--- src/rtl/vsb_pkg.sv ---
package vsb_pkg;
  localparam int unsigned NUM_EDGES = 4;

  typedef enum logic [1:0] {
    GAIN_DIV8 = 2'd0,
    GAIN_DIV4 = 2'd1,
    GAIN_DIV2 = 2'd2,
    GAIN_DIV1 = 2'd3
  } gain_e;

  typedef enum int unsigned {
    EDGE_A_RISE = 0,
    EDGE_A_FALL = 1,
    EDGE_B_RISE = 2,
    EDGE_B_FALL = 3
  } edge_idx_e;
endpackage

--- src/rtl/vsb_gate.sv ---
module vsb_gate #(
  parameter int unsigned SAMPLE_W = 10
) (
  input  logic                clk_i,
  input  logic                rst_ni,
  input  logic                strobe_i,
  input  logic [SAMPLE_W-1:0] leg_a_i,
  input  logic [SAMPLE_W-1:0] leg_b_i,
  input  logic [SAMPLE_W-1:0] thresh_i,
  input  logic                bal_en_i,
  input  logic                ss_active_i,
  input  logic                ss_block_i,
  output logic                update_o,
  output logic                active_o
);
  logic above_thr;
  logic allowed;
  logic active_q;

  assign above_thr = (leg_a_i > thresh_i) || (leg_b_i > thresh_i);
  assign allowed   = bal_en_i && !(ss_active_i && ss_block_i) && above_thr;
  assign update_o  = strobe_i && allowed;

  // state only moves at a strobe
  always_ff @(posedge clk_i or negedge rst_ni) begin
    if (!rst_ni)       active_q <= 1'b0;
    else if (strobe_i) active_q <= allowed;
  end

  assign active_o = active_q;
endmodule

--- src/rtl/vsb_integrator.sv ---
module vsb_integrator #(
  parameter int unsigned SAMPLE_W = 10,
  parameter int unsigned OFS_W    = 7,
  parameter int unsigned LIM_LO   = 16,
  parameter int unsigned LIM_HI   = 32
) (
  input  logic                    clk_i,
  input  logic                    rst_ni,
  input  logic                    update_i,
  input  logic [SAMPLE_W-1:0]     leg_a_i,
  input  logic [SAMPLE_W-1:0]     leg_b_i,
  input  vsb_pkg::gain_e          gain_i,
  input  logic                    range_hi_i,
  output logic signed [OFS_W-1:0] acc_o,
  output logic signed [OFS_W-1:0] clamped_o
);
  localparam int unsigned SUM_W = ((SAMPLE_W > OFS_W) ? SAMPLE_W : OFS_W) + 2;
  localparam logic signed [SUM_W-1:0] LIM_LO_S = SUM_W'(LIM_LO);
  localparam logic signed [SUM_W-1:0] LIM_HI_S = SUM_W'(LIM_HI);

  function automatic logic signed [SUM_W-1:0] clamp_f(
    input logic signed [SUM_W-1:0] v,
    input logic signed [SUM_W-1:0] lim
  );
    if (v > lim)       return lim;
    else if (v < -lim) return -lim;
    else               return v;
  endfunction

  logic signed [SAMPLE_W:0]   diff;
  logic signed [SAMPLE_W:0]   delta;
  logic [1:0]                 shamt;
  logic signed [SUM_W-1:0]    delta_x;
  logic signed [SUM_W-1:0]    acc_x;
  logic signed [SUM_W-1:0]    sum;
  logic signed [SUM_W-1:0]    lim;
  logic signed [SUM_W-1:0]    sat;
  logic signed [SUM_W-1:0]    out_x;
  logic signed [OFS_W-1:0]    acc_q;

  assign diff    = $signed({1'b0, leg_a_i}) - $signed({1'b0, leg_b_i});
  assign shamt   = 2'd3 - gain_i;
  assign delta   = diff >>> shamt;
  assign delta_x = {{(SUM_W-SAMPLE_W-1){delta[SAMPLE_W]}}, delta};
  assign acc_x   = {{(SUM_W-OFS_W){acc_q[OFS_W-1]}}, acc_q};
  assign sum     = delta_x + acc_x;
  assign lim     = range_hi_i ? LIM_HI_S : LIM_LO_S;
  assign sat     = clamp_f(sum, lim);
  assign out_x   = clamp_f(acc_x, lim);

  always_ff @(posedge clk_i or negedge rst_ni) begin
    if (!rst_ni)       acc_q <= '0;
    else if (update_i) acc_q <= sat[OFS_W-1:0];
  end

  assign acc_o     = acc_q;
  assign clamped_o = out_x[OFS_W-1:0];
endmodule

--- src/rtl/vsb_edge_map.sv ---
module vsb_edge_map #(
  parameter int unsigned OFS_W = 7
) (
  input  logic                                active_i,
  input  logic signed [OFS_W-1:0]             value_i,
  input  logic [vsb_pkg::NUM_EDGES-1:0]       edge_en_i,
  input  logic [vsb_pkg::NUM_EDGES-1:0]       edge_dir_i,
  output logic [vsb_pkg::NUM_EDGES*OFS_W-1:0] edge_ofs_o
);
  logic signed [OFS_W-1:0] neg_value;
  assign neg_value = -value_i;

  for (genvar k = 0; k < vsb_pkg::NUM_EDGES; k++) begin : g_edge
    always_comb begin
      if (!(active_i && edge_en_i[k])) edge_ofs_o[k*OFS_W +: OFS_W] = '0;
      else if (edge_dir_i[k])          edge_ofs_o[k*OFS_W +: OFS_W] = neg_value;
      else                             edge_ofs_o[k*OFS_W +: OFS_W] = value_i;
    end
  end
endmodule

--- src/rtl/vsb_edge_trim.sv ---
module vsb_edge_trim #(
  parameter int unsigned SAMPLE_W = 10,
  parameter int unsigned OFS_W    = 7,
  parameter int unsigned LIM_LO   = 16,
  parameter int unsigned LIM_HI   = 32
) (
  input  logic                                clk_i,
  input  logic                                rst_ni,
  input  logic                                strobe_i,
  input  logic [SAMPLE_W-1:0]                 leg_a_i,
  input  logic [SAMPLE_W-1:0]                 leg_b_i,
  input  logic [SAMPLE_W-1:0]                 light_thresh_i,
  input  logic                                bal_en_i,
  input  logic                                ss_active_i,
  input  logic                                ss_block_i,
  input  logic [1:0]                          gain_i,
  input  logic                                range_hi_i,
  input  logic [vsb_pkg::NUM_EDGES-1:0]       edge_en_i,
  input  logic [vsb_pkg::NUM_EDGES-1:0]       edge_dir_i,
  output logic [vsb_pkg::NUM_EDGES*OFS_W-1:0] edge_ofs_o
);
  logic                    update_w;
  logic                    active_w;
  logic signed [OFS_W-1:0] acc_w;
  logic signed [OFS_W-1:0] value_w;

  vsb_gate #(.SAMPLE_W(SAMPLE_W)) u_gate (
    .clk_i       (clk_i),
    .rst_ni      (rst_ni),
    .strobe_i    (strobe_i),
    .leg_a_i     (leg_a_i),
    .leg_b_i     (leg_b_i),
    .thresh_i    (light_thresh_i),
    .bal_en_i    (bal_en_i),
    .ss_active_i (ss_active_i),
    .ss_block_i  (ss_block_i),
    .update_o    (update_w),
    .active_o    (active_w)
  );

  vsb_integrator #(
    .SAMPLE_W (SAMPLE_W),
    .OFS_W    (OFS_W),
    .LIM_LO   (LIM_LO),
    .LIM_HI   (LIM_HI)
  ) u_integ (
    .clk_i      (clk_i),
    .rst_ni     (rst_ni),
    .update_i   (update_w),
    .leg_a_i    (leg_a_i),
    .leg_b_i    (leg_b_i),
    .gain_i     (vsb_pkg::gain_e'(gain_i)),
    .range_hi_i (range_hi_i),
    .acc_o      (acc_w),
    .clamped_o  (value_w)
  );

  vsb_edge_map #(.OFS_W(OFS_W)) u_map (
    .active_i   (active_w),
    .value_i    (value_w),
    .edge_en_i  (edge_en_i),
    .edge_dir_i (edge_dir_i),
    .edge_ofs_o (edge_ofs_o)
  );
endmodule

--- config.mk ---
export PLATFORM = sky130hd
export DESIGN_NAME = vsb_edge_trim
export DESIGN_NICKNAME = d
export VERILOG_FILES = /design/src/rtl/vsb_pkg.sv /design/src/rtl/vsb_gate.sv /design/src/rtl/vsb_integrator.sv /design/src/rtl/vsb_edge_map.sv /design/src/rtl/vsb_edge_trim.sv
export SDC_FILE = /design/constraint.sdc
export NUM_CORES = 1
export LEC_CHECK = 0
export ABC_AREA = 1
export BUFFER_PORTS_ARGS = -buffer_cell sky130_fd_sc_hd__buf_2
export CORE_MARGIN = 2
export CORE_UTILIZATION = 55
export DETAILED_ROUTE_END_ITERATION = 10
export GPL_ROUTABILITY_DRIVEN = 0
export PLACE_DENSITY = 0.92
export RECOVER_POWER = 50
export SYNTH_ARGS = -nofsm -noshare
export SYNTH_HDL_FRONTEND = slang
export SYNTH_SLANG_ARGS = --single-unit
--- constraint.sdc ---
create_clock -name clk_i -period 4.4 [get_ports clk_i]
set_clock_uncertainty 0.2 [all_clocks]
set_input_delay 1.1 -clock clk_i [delete_from_list [all_inputs] [get_ports clk_i]]
set_output_delay 1.1 -clock clk_i [all_outputs]
set_load 0.005 [all_outputs]
==> impl_results.md, run 1 <==
- Outcome: stopped before the end
- Last stage: 5_1_grt
- Run Error: [ERROR GRT-0232] Routing congestion too high. Check the congestion heatmap in the GUI.
- Top post-synthesis cells by count: nand2_1 (139), inv_1 (88), nor2_1 (54), ha_1 (51), nand3_1 (34)
- Largest family of logic cells by synthesized area: simple AND/OR/NAND/NOR gates
- Starting density of the core: 0.574
- Multiplexer share of the synthesized area: 0.00339
- Top cell type's share of synthesized area: 0.216
- Clk sinks: 8
- Seq/Total Area, Yosys: 0.0679
- Total CTS buffers: 3
- Mapped Cells: 508
- Row count: 26
- Number of I/O pins: 75
- H-Tree Depth: 1
- Post-Synth Adder-Cell Area: 0.230
- Post-synth ARST share: 1.00
- Height of the die: 77.2 µm
- Post-synth cell types: 37
- GRT overflow: 85
- Post-synth EDFFs: 0
- Detailed Place HPWL: 8.11 mm
- Top_reg_cell synth: dfrtp_1
- Synth Cell Area: 0.00295 mm²
- CTS Root Cell: clkbuf_8
- Largest cells by area after synthesis: ha_1 (22%), nand2_1 (18%), inv_1 (11%), nor2_1 (6.9%), dfrtp_1 (6.8%)
- Post-synthesis compound-gate area fraction: 0.180
- Max Buffers Root-to-Sink: 2
- Gr usage total: 0.806
- Syn Area/Cell: 5.81 µm²
- Synth Warn #: 0
- Cts hold-fix bufs: 0
- Chip Width: 77.2 µm
- Most numerous cell in the Yosys netlist: nand2_1
- Leading area contributor after synthesis: ha_1
- PortBufs: 74
- Post-synthesis net count: 608
- Largest net degree at the start of global routing: 11
- Synth Area in Simple Gates: 0.373
- WEP type: register data pin
- XOR/XNOR share of the synthesized area: 0.0297
- GRT repair_timing worst endpoint: u_integ.acc_o[0]$_DFFE_PN0P_/D
- #FFs+latches synth: 8
## routing by layer
layer,GRT usage,GRT overflow
met1,0.759,2
met2,0.990,44
met3,0.646,0
met4,0.914,38
met5,0.173,1
## logic make-up after synthesis
logic type               Yosys count
AO/OA/AOI/OAI                     88
XOR/XNOR                          10
adder cells (fa/ha/maj)           53
buffers and inverters             91
flip-flops                         8
multiplexers                       1
AND/OR/NAND/NOR                  257
## stage by stage
stage	hold WS [ns]	std cells	setup TNS [ns]	area, µm²	setup slack (ns)
floorplan	0.299	508	-1.18	3010	-0.229
global placement	0.373	715	-3.36	3960	-0.561
detailed placement	0.387	715	-4.55	3960	-0.725
CTS	0.395	733	-1.47	4380	-0.268
## repair_timing
action	in CTS
endpoints found under the setup margin	30
resized for setup	69
buffers inserted	15
pin swaps	49
==> run 2: changes to the inputs <==
- CORE_UTILIZATION: 55 -> 40
- PLACE_DENSITY: 0.92 -> default
- PLACE_DENSITY_LB_ADDON: default -> 0.15
==> run 2 against run 1 <==
  * The flow now finishes, with violations (setup timing)
  * Synthesized cell count is the same
  * Area after synthesis is the same
==> impl_results.md, run 2 <==
- Total CTS buffers: 3 (unchanged)
- Clk slew on worst S/H paths: 0.04 ns
- Commonest non-fill, non-tap cell in the layout: nand2_1
- Post-DR wirelength/cell: 13.2 µm
- Leakage: 0.00273 µW
- Utilization after layout: 0.680
- Most frequent CP cell: nand2_1
- Critical setup path kind: input port to flop
- Max Buffers Root-to-Sink: 2 (unchanged)
- # setup viols final: 25
- Most frequent cells in the layout: nand2_1 (119), buf_4 (105), inv_1 (76), buf_2 (66), nor2_1 (48)
- Total Wirelength: 10.4 mm
- Top post-synthesis cells by count: nand2_1 (139), inv_1 (88), nor2_1 (54), ha_1 (51), nand3_1 (34)
- Synth Area in Simple Gates: 0.373 (unchanged)
- Post-synthesis compound-gate area fraction: 0.180 (unchanged)
- Syn Area/Cell: 5.81 µm² (unchanged)
- Final cycle utilization of the critical path: 1.10
- Vias in the first global route: 3726
- Largest cells by area after synthesis: ha_1 (22%), nand2_1 (18%), inv_1 (11%), nor2_1 (6.9%), dfrtp_1 (6.8%)
- Clk sinks: 8 (unchanged)
- PortBufs: 74 (unchanged)
- Post-synth cell types: 37 (unchanged)
- Vias/cell: 5.03
- Crit path max fanout: 4
- Largest family of logic cells by synthesized area: simple AND/OR/NAND/NOR gates
- Max-slew violation count: 0
- Fin nets: 795
- Global-route wire length before repair: 16.2 mm
- Slowest library cell on the worst path: fa_2
- Crit path required time: 4.37 ns
- Pre-antenna DRT Iters: 5
- F_max: 206 MHz
- Top cell type's share of synthesized area: 0.216 (unchanged)
- RSZ-0062 raised after global routing: yes
- Fin worst setup slack: -0.459 ns
- Final hold viol count: 0
- Number of I/O pins: 75 (unchanged)
- Post-synth ARST share: 1.00 (unchanged)
- Largest register FFs: 7
- Clk_lat worst skew: 0.23 ns
- Residual DRC: 0
- Largest net degree at the start of global routing: 10
- DIE AREA: 0.00808 mm²
- Synth Cell Area: 0.00295 mm² (unchanged)
- Post-Synth Adder-Cell Area: 0.230 (unchanged)
- Core area: 0.00721 mm²
- XOR/XNOR share of the synthesized area: 0.0297 (unchanged)
- Cts hold-fix bufs: 0 (unchanged)
- Startpoint Class: input port
- CTS Root Cell: clkbuf_8
- Top_reg_cell synth: dfrtp_1
- Diodes inserted: 0
- Max-cap viol count: 0
- Synth-to-layout area growth: 66.4%
- Detailed Place HPWL: 7.72 mm (-4.8%)
- Starting density of the core: 0.409 (-0.165)
- Row count: 31 (+19%)
- Synth Warn #: 0 (unchanged)
- GRT overflow: 0
- Layout cell share with drive strength beyond 1: 0.424
- Failing checks: setup timing
- Mapped Cells: 508 (unchanged)
- Period minus WS final: 4.86 ns
- Post-route ant nets: 0
- CP max stage delay: 0.41 ns
- Outcome: finished with violations
- Gr usage total: 0.232
- Multiplexer share of the synthesized area: 0.00339 (unchanged)
- CTS tree: done
- Worst Setup End Kind: flop
- Slew HR: 0.725
- Post-synth EDFFs: 0 (unchanged)
- Detailed Route Iter0 Violations: 153
- Post-synthesis net count: 608 (unchanged)
- Routed via count: 3984
- HP Class: flop to flop
- Ratio of total power to cell area: 539 mW/mm²
- Height of the die: 89.9 µm (+16%)
- Setup TNS: -4.12 ns
- Initial antenna violation count: 0
- H-Tree Depth: 1 (unchanged)
- Leading area contributor after synthesis: ha_1
- #FFs+latches synth: 8 (unchanged)
- Seq/Total Area, Yosys: 0.0679 (unchanged)
- Worst VDD drop: 0.226 mV
- Critical path arrival: 4.83 ns
- Slew @ Worst Pin: 0.413 ns
- # fillers: 609
- Most numerous cell in the Yosys netlist: nand2_1
- Chip Width: 89.9 µm (+16%)
[run 2: worst paths after layout]
check | startpoint | end | slack [ns] | depth (start not counted)
min reg2reg | u_gate.active_o$_DFFE_PN0P_ | u_gate.active_o$_DFFE_PN0P_ | 0.40 | 2
min in group asynchronous | rst_ni | u_integ.acc_o[4]$_DFFE_PN0P_ | 0.57 | 1
max | leg_b_i[2] | u_integ.acc_o[3]$_DFFE_PN0P_ | -0.46 | 31
max reg2reg | u_integ.acc_o[0]$_DFFE_PN0P_ | u_integ.acc_o[3]$_DFFE_PN0P_ | 1.16 | 21
min | u_gate.active_o$_DFFE_PN0P_ | u_gate.active_o$_DFFE_PN0P_ | 0.40 | 2
max in group asynchronous | rst_ni | u_integ.acc_o[0]$_DFFE_PN0P_ | 3.14 | 1
[run 2: repair_timing]
action                     4_1_cts  5_1_grt
resized for setup               49       83
buffers inserted                20       15
setup endpoints to repair       21       31
pin swaps                       34       59
[run 2: layout make-up]
type / count / area, µm² / share of cell area
multi-input combinational: 409 / 2930 / 0.596
clock buffer: 3 / 41.3 / 0.00841
timing repair buffer: 185 / 1270 / 0.258
sequential: 8 / 200 / 0.0408
inverter: 88 / 350 / 0.0714
tap: 99 / 124 / 0.0252
[run 2: cells by family (layout without fill, tap and decap cells)]
logic type | Yosys count | after routing
muxes | 1 | 1
AOI/OAI and AO/OA | 88 | 88
xor gates and xnor gates | 10 | 10
buffers and inverters | 91 | 276
DFF | 8 | 8
adders and majority gates | 53 | 53
and+or+nand+nor | 257 | 257
[run 2: layer usage]
metal | GRT usage | wire (µm) | vias up
met3 | 0.0168 | 377 | 15
li1 | - | - | 2027
met4 | 0.0346 | 152 | 0
met1 | 0.295 | 4600 | 1830
met2 | 0.436 | 5300 | 112
met5 | 0 | 0 | -
[run 2: worst max-delay path, delay by kind of cell]
kind	cells	cell delay [ns]
AND/OR/NAND/NOR	16	1.37
adder cells (fa/ha/maj)	4	1.10
AO/OA/AOI/OAI	3	0.54
buffers and inverters	6	0.39
XOR/XNOR	2	0.33
[run 2: power breakdown]
group	internal [µW]	leakage, µW	switching [µW]	total [µW]
combinational	1130	0.00261	1240	2370
sequential	103	0.000104	78.9	182
clock	59.3	0.0000216	30.1	89.4
total	1300	0.00273	1350	2640
[run 2: per-stage QoR]
step | hold slack (ns) | area, µm² | setup WS (ns) | total power, µW | cells
final | 0.404 | 4910 | -0.459 | 2640 | 792
after global routing | 0.449 | 4910 | -0.677 | 2890 | 792
after CTS | 0.387 | 4460 | -0.264 | 2290 | 779
after detailed placement | 0.388 | 4080 | -0.759 | 1890 | 756
after global placement | 0.376 | 4080 | -0.669 | 1850 | 756
after floorplan | 0.299 | 3010 | -0.229 | 1240 | 508
Power figures use the tool's default switching activity.
==> run 3: changes to the inputs <==
- PLACE_DENSITY_LB_ADDON: 0.15 -> default
==> run 3 against run 2 <==
  * The run still ends with setup timing left
  * Sequential share of layout area increased by 0.079 points
  * Register-to-register slack better by 0.11 ns
  * Critical path depth is the same
  * Worst setup slack better by 0.069 ns
  * Cell count decreased by 0.88%
  * Wire length is 2.9% lower
  * First-iteration DRC count up 25%
  * Via count shrank 1.7%
  * Worst hold slack got worse by 0.014 ns
  * Combinational power down 5%
  * Critical path type unchanged
  * Largest power group unchanged
==> impl_results.md, run 3 (synthesis gave the netlist of run 2 again) <==
- Commonest non-fill, non-tap cell in the layout: nand2_1
- GRT overflow: 0 (unchanged)
- Post-route ant nets: 0 (unchanged)
- Slowest library cell on the worst path: fa_2
- CTS tree: done
- Core area: 0.00721 mm² (unchanged)
- Reg2reg start: u_integ.acc_o[0]$_DFFE_PN0P_
- Detailed Place HPWL: 7.80 mm (+0.92%)
- Diodes inserted: 0 (unchanged)
- Largest net degree at the start of global routing: 10 (unchanged)
- HP Class: flop to flop
- Number of I/O pins: 75 (unchanged)
- Chip Width: 89.9 µm (unchanged)
- Worst VDD drop: 0.245 mV (+8.5%)
- Final hold viol count: 0 (unchanged)
- Most frequent cells in the layout: nand2_1 (124), buf_4 (99), inv_1 (78), buf_2 (67), nor2_1 (44)
- Startpoint Class: input port
- F_max: 209 MHz (+1.4%)
- CP max stage delay: 0.37 ns (-0.04 ns)
- Buf/Inv on CP: 6 (unchanged)
- Critical setup path kind: input port to flop
- Fin nets: 788 (-0.88%)
- Max-slew violation count: 0 (unchanged)
- Layout cell share with drive strength beyond 1: 0.411 (-0.0132)
- Row count: 31 (unchanged)
- Clk slew on worst S/H paths: 0.04 ns (about the same)
- Initial antenna violation count: 0 (unchanged)
- Height of the die: 89.9 µm (unchanged)
- Crit path max fanout: 4 (unchanged)
- Residual DRC: 0 (unchanged)
- Clk_lat worst skew: 0.24 ns (about the same)
- Failing checks: setup timing
- DIE AREA: 0.00808 mm² (unchanged)
- Total Wirelength: 10.1 mm (-2.9%)
- Largest register FFs: 7 (unchanged)
- Slew HR: 0.708 (-0.0166)
- Max Buffers Root-to-Sink: 2 (unchanged)
- H-Tree Depth: 1 (unchanged)
- CTS Root Cell: clkbuf_8
- Post-DR wirelength/cell: 12.9 µm (-2.0%)
- Slew @ Worst Pin: 0.438 ns (+0.0249 ns)
- Delay-heaviest family, CP: simple AND/OR/NAND/NOR gates
- Global-route wire length before repair: 16.9 mm (+4.3%)
- Clk sinks: 8 (unchanged)
- Ratio of total power to cell area: 523 mW/mm² (-2.9%)
- Fin worst setup slack: -0.390 ns (+0.0690 ns)
- Cts hold-fix bufs: 0 (unchanged)
- RSZ-0062 raised after global routing: yes
- Routed via count: 3917 (-1.7%)
- Outcome: finished with violations
- Final Power: 2520 µW (-4.8%)
- PortBufs: 74 (unchanged)
- Most frequent CP cell: nand2_1
- Synth-to-layout area growth: 63.3%
- Crit path required time: 4.37 ns (about the same)
- # setup viols final: 7 (-72%)
- Leakage: 0.00270 µW (-1.1%)
- Pre-antenna DRT Iters: 5 (unchanged)
- Detailed Route Iter0 Violations: 192 (+25%)
- Vias in the first global route: 3842 (+3.1%)
- Hold_sp: u_integ.acc_o[3]$_DFFE_PN0P_
- Max-cap viol count: 0 (unchanged)
- Pre-CTS setup slack: -0.739 ns (+0.0191 ns)
- Crit path from: leg_b_i[1]
- Total CTS buffers: 3 (unchanged)
- Gr usage total: 0.245 (+0.0129)
- Period minus WS final: 4.79 ns (-0.0690 ns)
- Vias/cell: 4.99 (-0.81%)
- Worst Setup End Kind: flop
- Setup TNS: -2.24 ns (+1.88 ns)
- Starting density of the core: 0.409 (unchanged)
- Critical path arrival: 4.76 ns (-0.07 ns)
- Reg2reg setup slack: 1.27 ns (+0.11 ns)
- Final cycle utilization of the critical path: 1.09 (-0.0157)
## run 3: cell count changes in the layout (fill, tap and decap cells not counted), moves of 3 or more
cell      change
buf_4         -6
nor2_2        +3
a21boi_0      +3
nand2_1       +5
nor2_1        -4
nand2_2       -6
## run 3: where the power goes
part,internal [µW],switching [µW]
combinational,1050,1200
clock,59.5,31.3
sequential,103,75.1
## run 3: metrics by stage
stage / utilization / instance area, µm² / instances / hold WS [ns]
6_report: 0.667 / 4810 / 785 / 0.391
5_1_grt: 0.667 / 4810 / 785 / 0.425
4_1_cts: 0.626 / 4520 / 778 / 0.399
3_5_place_dp: 0.568 / 4100 / 758 / 0.391
3_3_place_gp: 0.568 / 4100 / 758 / 0.384
2_1_floorplan: - / 3010 / 508 / 0.299
## run 3: final timing paths
kind | endpoint | cells past startpoint
worst max-delay path | u_integ.acc_o[1]$_DFFE_PN0P_ | 31
min in group asynchronous | u_integ.acc_o[2]$_DFFE_PN0P_ | 1
worst min-delay path | u_integ.acc_o[3]$_DFFE_PN0P_ | 2
worst min register to register | u_integ.acc_o[3]$_DFFE_PN0P_ | 2
max in group asynchronous | u_integ.acc_o[1]$_DFFE_PN0P_ | 1
worst max register to register | u_integ.acc_o[1]$_DFFE_PN0P_ | 21
## run 3: cell type report
type                    count  area, µm²
flip-flops and latches      8        200
fillers                   660       2400
well taps                  99        124
clock buffers               3       41.3
repair buffers            178       1210
inverters                  88        348
multi-input cells         409       2890
## run 3: repair_timing
item                                    in CTS  in global routing
buffers inserted                            17                  8
pin swaps                                   41                 43
endpoints found under the setup margin      24                 28
resized for setup                           60                 58
## run 3: routing by layer
| layer | global-route usage | up-vias | part of all wire |
|---|---|---|---|
| li1 | - | 2019 | - |
| met1 | 0.297 | 1756 | 0.43 |
| met2 | 0.465 | 127 | 0.50 |
| met3 | 0.0319 | 15 | 0.049 |
| met4 | 0.0397 | 0 | 0.016 |
| met5 | 0 | - | 0 |
## run 3: tightest hold or removal path, stage by stage (launching register included)
cell     delay (ns)
dfrtp_1        0.42
nand2_1        0.07
nand2_1        0.06
==> run 4: changes to the inputs <==
- ABC_AREA: 1 -> default
- SKIP_LAST_GASP: default -> 1
==> run 4 against run 3 <==
  * The run still ends with setup timing left
  * Global-route usage shrank 2.9 points
  * Non-clock buffer count grew 6
  * Critical path depth shrank 8
  * Highest routed layer unchanged
==> impl_results.md, run 4 <==
- Outcome: finished with violations
- Failing checks: setup timing
- Final hold viol count: 0 (unchanged)
- Top_reg_cell synth: dfrtp_1
- Global-route wire length before repair: 13.5 mm (-21%)
- Fin worst setup slack: -0.940 ns (-0.550 ns)
- Pre-CTS setup slack: -1.32 ns (-0.583 ns)
- Post-synthesis net count: 466 (-23%)
- Clk sinks: 8 (unchanged)
- Crit path max fanout: 4 (unchanged)
- Mapped Cells: 366 (-28%)
- Startpoint Class: input port
- Height of the die: 86.5 µm (-3.7%)
- Internal power: 1050 µW (-13%)
- Post-synthesis compound-gate area fraction: 0.227 (+0.0472)
- Slew @ Worst Pin: 0.421 ns (-0.0170 ns)
- Total Wirelength: 8.36 mm (-17%)
- Synth Warn #: 0 (unchanged)
- Max Buffers Root-to-Sink: 2 (unchanged)
- Initial antenna violation count: 0 (unchanged)
- Final std cells w/o fill: 624 (-21%)
- Crit path required time: 4.33 ns (-0.04 ns)
- Hold slack final: 0.394 ns (+0.00294 ns)
- Diodes inserted: 0 (unchanged)
- Clk slew on worst S/H paths: 0.04 ns (about the same)
- Slew HR: 0.719 (+0.0113)
- Vias/cell: 5.18 (+3.8%)
- F_max: 187 MHz (-10%)
- Gr usage total: 0.216 (-0.0288)
- Clk_lat worst skew: 0.22 ns (-0.02 ns)
- Seq pwr share: 0.068 (-0.003)
- Synth Cell Area: 0.00272 mm² (-7.7%)
- Top cell type's share of synthesized area: 0.234 (+0.0180)
- Commonest non-fill, non-tap cell in the layout: buf_4
- PortBufs: 74 (unchanged)
- Largest family of logic cells by synthesized area: adder cells
- Sw frac: 0.457 (-0.0624)
- Most numerous cell in the Yosys netlist: ha_1
- Largest net degree at the start of global routing: 10 (unchanged)
- Top post-synthesis cells by count: ha_1 (51), nor2_1 (40), inv_1 (38), nand2_1 (34), a21oi_1 (27)
- Final Power: 1930 µW (-23%)
- Most frequent cells in the layout: buf_4 (104), buf_2 (70), ha_1 (42), nor2_1 (38), inv_1 (35)
- Cells after DPL: 602 (-21%)
- GRT overflow: 0 (unchanged)
- H-Tree Depth: 1 (unchanged)
- CTS Root Cell: clkbuf_8
- Clock Power Share: 0.044 (+0.008)
- Leading area contributor after synthesis: ha_1
- Reg area: 200 µm² (unchanged)
- Detailed Place HPWL: 6.69 mm (-14%)
- Critical path arrival: 5.27 ns (+0.51 ns)
- Max-slew violation count: 0 (unchanged)
- Reg2reg setup slack: 0.89 ns (-0.38 ns)
- Row count: 30 (-3.2%)
- RSZ-0062 raised after global routing: yes
- Multiplexer share of the synthesized area: 0.0662 (+0.0628)
- Number of I/O pins: 75 (unchanged)
- #FFs+latches synth: 8 (unchanged)
- # setup viols final: 19 (+12)
- Post-route ant nets: 0 (unchanged)
- Pre-antenna DRT Iters: 4 (-1)
- Syn Area/Cell: 7.44 µm² (+28%)
- Post-DR wirelength/cell: 13.4 µm (+3.8%)
- Area of the multi-input gates: 0.00270 mm² (-6.4%)
- Total CTS buffers: 3 (unchanged)
- Synth Area in Simple Gates: 0.218 (-0.155)
- Vias in the first global route: 2986 (-22%)
- # fillers: 567 (-14%)
- Psw: 882 µW (-33%)
- Routed via count: 3233 (-17%)
- CTS tree: done
- Post-route cell area: 0.00445 mm² (-7.6%)
- Period minus WS final: 5.34 ns (+0.550 ns)
- Layout cell share with drive strength beyond 1: 0.472 (+0.0613)
- XOR/XNOR share of the synthesized area: 0.0997 (+0.0700)
- Worst VDD drop: 0.258 mV (+5.3%)
- Logic pwr share: 0.888 (-0.005)
- Worst Setup End Kind: flop
- Max-cap viol count: 0 (unchanged)
- Residual DRC: 0 (unchanged)
- Starting density of the core: 0.407 (-0.00128)
- DIE AREA: 0.00748 mm² (-7.3%)
- Ratio of total power to cell area: 434 mW/mm² (-17%)
- Largest register FFs: 7 (unchanged)
- Post-synth EDFFs: 0 (unchanged)
- Post-DP Area: 0.00389 mm² (-4.9%)
- Largest cells by area after synthesis: ha_1 (23%), dfrtp_1 (7.4%), nor2_1 (5.5%), inv_1 (5.2%), xnor2_1 (5.1%)
- Detailed Route Iter0 Violations: 103 (-46%)
- Leakage: 0.00233 µW (-14%)
- Post-synth cell types: 55 (+49%)
- HP Class: flop to flop
- Critical setup path kind: input port to flop
- Fin nets: 646 (-18%)
- Seq/Total Area, Yosys: 0.0735 (+0.00565)
- Post-synth ARST share: 1.00 (unchanged)
- Cts hold-fix bufs: 0 (unchanged)
- Core area: 0.00668 mm² (-7.4%)
- Synth-to-layout area growth: 63.5%
- Chip Width: 86.5 µm (-3.7%)
- Post-Synth Adder-Cell Area: 0.249 (+0.0191)
- Final cycle utilization of the critical path: 1.21 (+0.125)
-- run 4: changes by cell type after synthesis, sizes merged, moves of 5 or more --
cell / previous run / this run
inv: 88 / 38
xor2: 6 / 15
o21ai: 26 / 12
nand2b: 0 / 6
a21o: 3 / 12
mux2i: 1 / 9
nor2: 57 / 40
nor2b: 0 / 5
a21oi: 35 / 27
and4: 0 / 5
nand2: 143 / 34
nand3: 36 / 1
xnor2: 4 / 16
-- run 4: final timing paths --
path                                         startpoint                           end  cells after the start
setup reg to reg           u_integ.acc_o[4]$_DFFE_PN0P_  u_integ.acc_o[3]$_DFFE_PN0P_                     14
setup / recovery                             leg_b_i[1]  u_integ.acc_o[3]$_DFFE_PN0P_                     23
min in group asynchronous                        rst_ni  u_integ.acc_o[0]$_DFFE_PN0P_                      1
max in group asynchronous                        rst_ni  u_integ.acc_o[1]$_DFFE_PN0P_                      1
hold / removal             u_integ.acc_o[0]$_DFFE_PN0P_  u_integ.acc_o[0]$_DFFE_PN0P_                      2
hold reg to reg            u_integ.acc_o[0]$_DFFE_PN0P_  u_integ.acc_o[0]$_DFFE_PN0P_                      2
-- run 4: power groups by stage --
stage	registers, µW	logic [µW]	clock network (µW)
4_1_cts	131	1610	87.1
2_1_floorplan	117	845	0
3_3_place_gp	126	1390	0
6_report	131	1710	85.8
3_5_place_dp	127	1420	0
5_1_grt	136	1880	93.1
-- run 4: routing by layer --
metal	up-vias	track usage	part of all wire
li1	1674	-	-
met1	1474	0.275	0.43
met2	79	0.410	0.53
met3	6	0.00286	0.029
met4	0	0.0398	0.0092
met5	-	0	0
-- run 4: area by class of cell --
type	count	area share
Timing Repair Buffer	184	0.279
Inverter	38	0.0365
Tap cell	80	0.0225
Sequential cell	8	0.0450
Multi-Input combinational cell	311	0.607
Clock buffer	3	0.00928
-- run 4: critical path, stage by stage --
cell and delay (ns):
buf_2 0.12, inv_2 0.06, ha_4 0.18, a21o_1 0.16
a21oi_2 0.18, a2bb2oi_2 0.22, a21oi_2 0.10, xor2_1 0.23
mux2i_1 0.13, mux2i_1 0.16, ha_1 0.26, a21o_1 0.18
a31o_4 0.21, or2_4 0.24, xor2_2 0.15, ha_1 0.28
and4_1 0.16, and3_4 0.18, o221ai_2 0.11, or3_4 0.35
and2_4 0.16, buf_6 0.12, o31ai_4 0.22
-- run 4: cell families after synthesis --
family          Yosys count
buf+inv                  47
simple gates            122
compound gates           91
xor+xnor                 31
fa+ha+maj                53
mux                      14
flops                     8
-- run 4: timing repair --
item	in CTS	in global routing
resized for setup	47	30
setup buffers	16	4
setup endpoints to repair	24	23
pin swaps	32	20
hold endpoints to repair	0	0
-- run 4: through the flow --
stage	utilization	setup TNS [ns]
2_1_floorplan	-	-5.18
3_3_place_gp	0.583	-10.46
3_5_place_dp	0.583	-11.78
4_1_cts	0.640	-6.09
5_1_grt	0.666	-10.68
6_report	0.666	-7.66
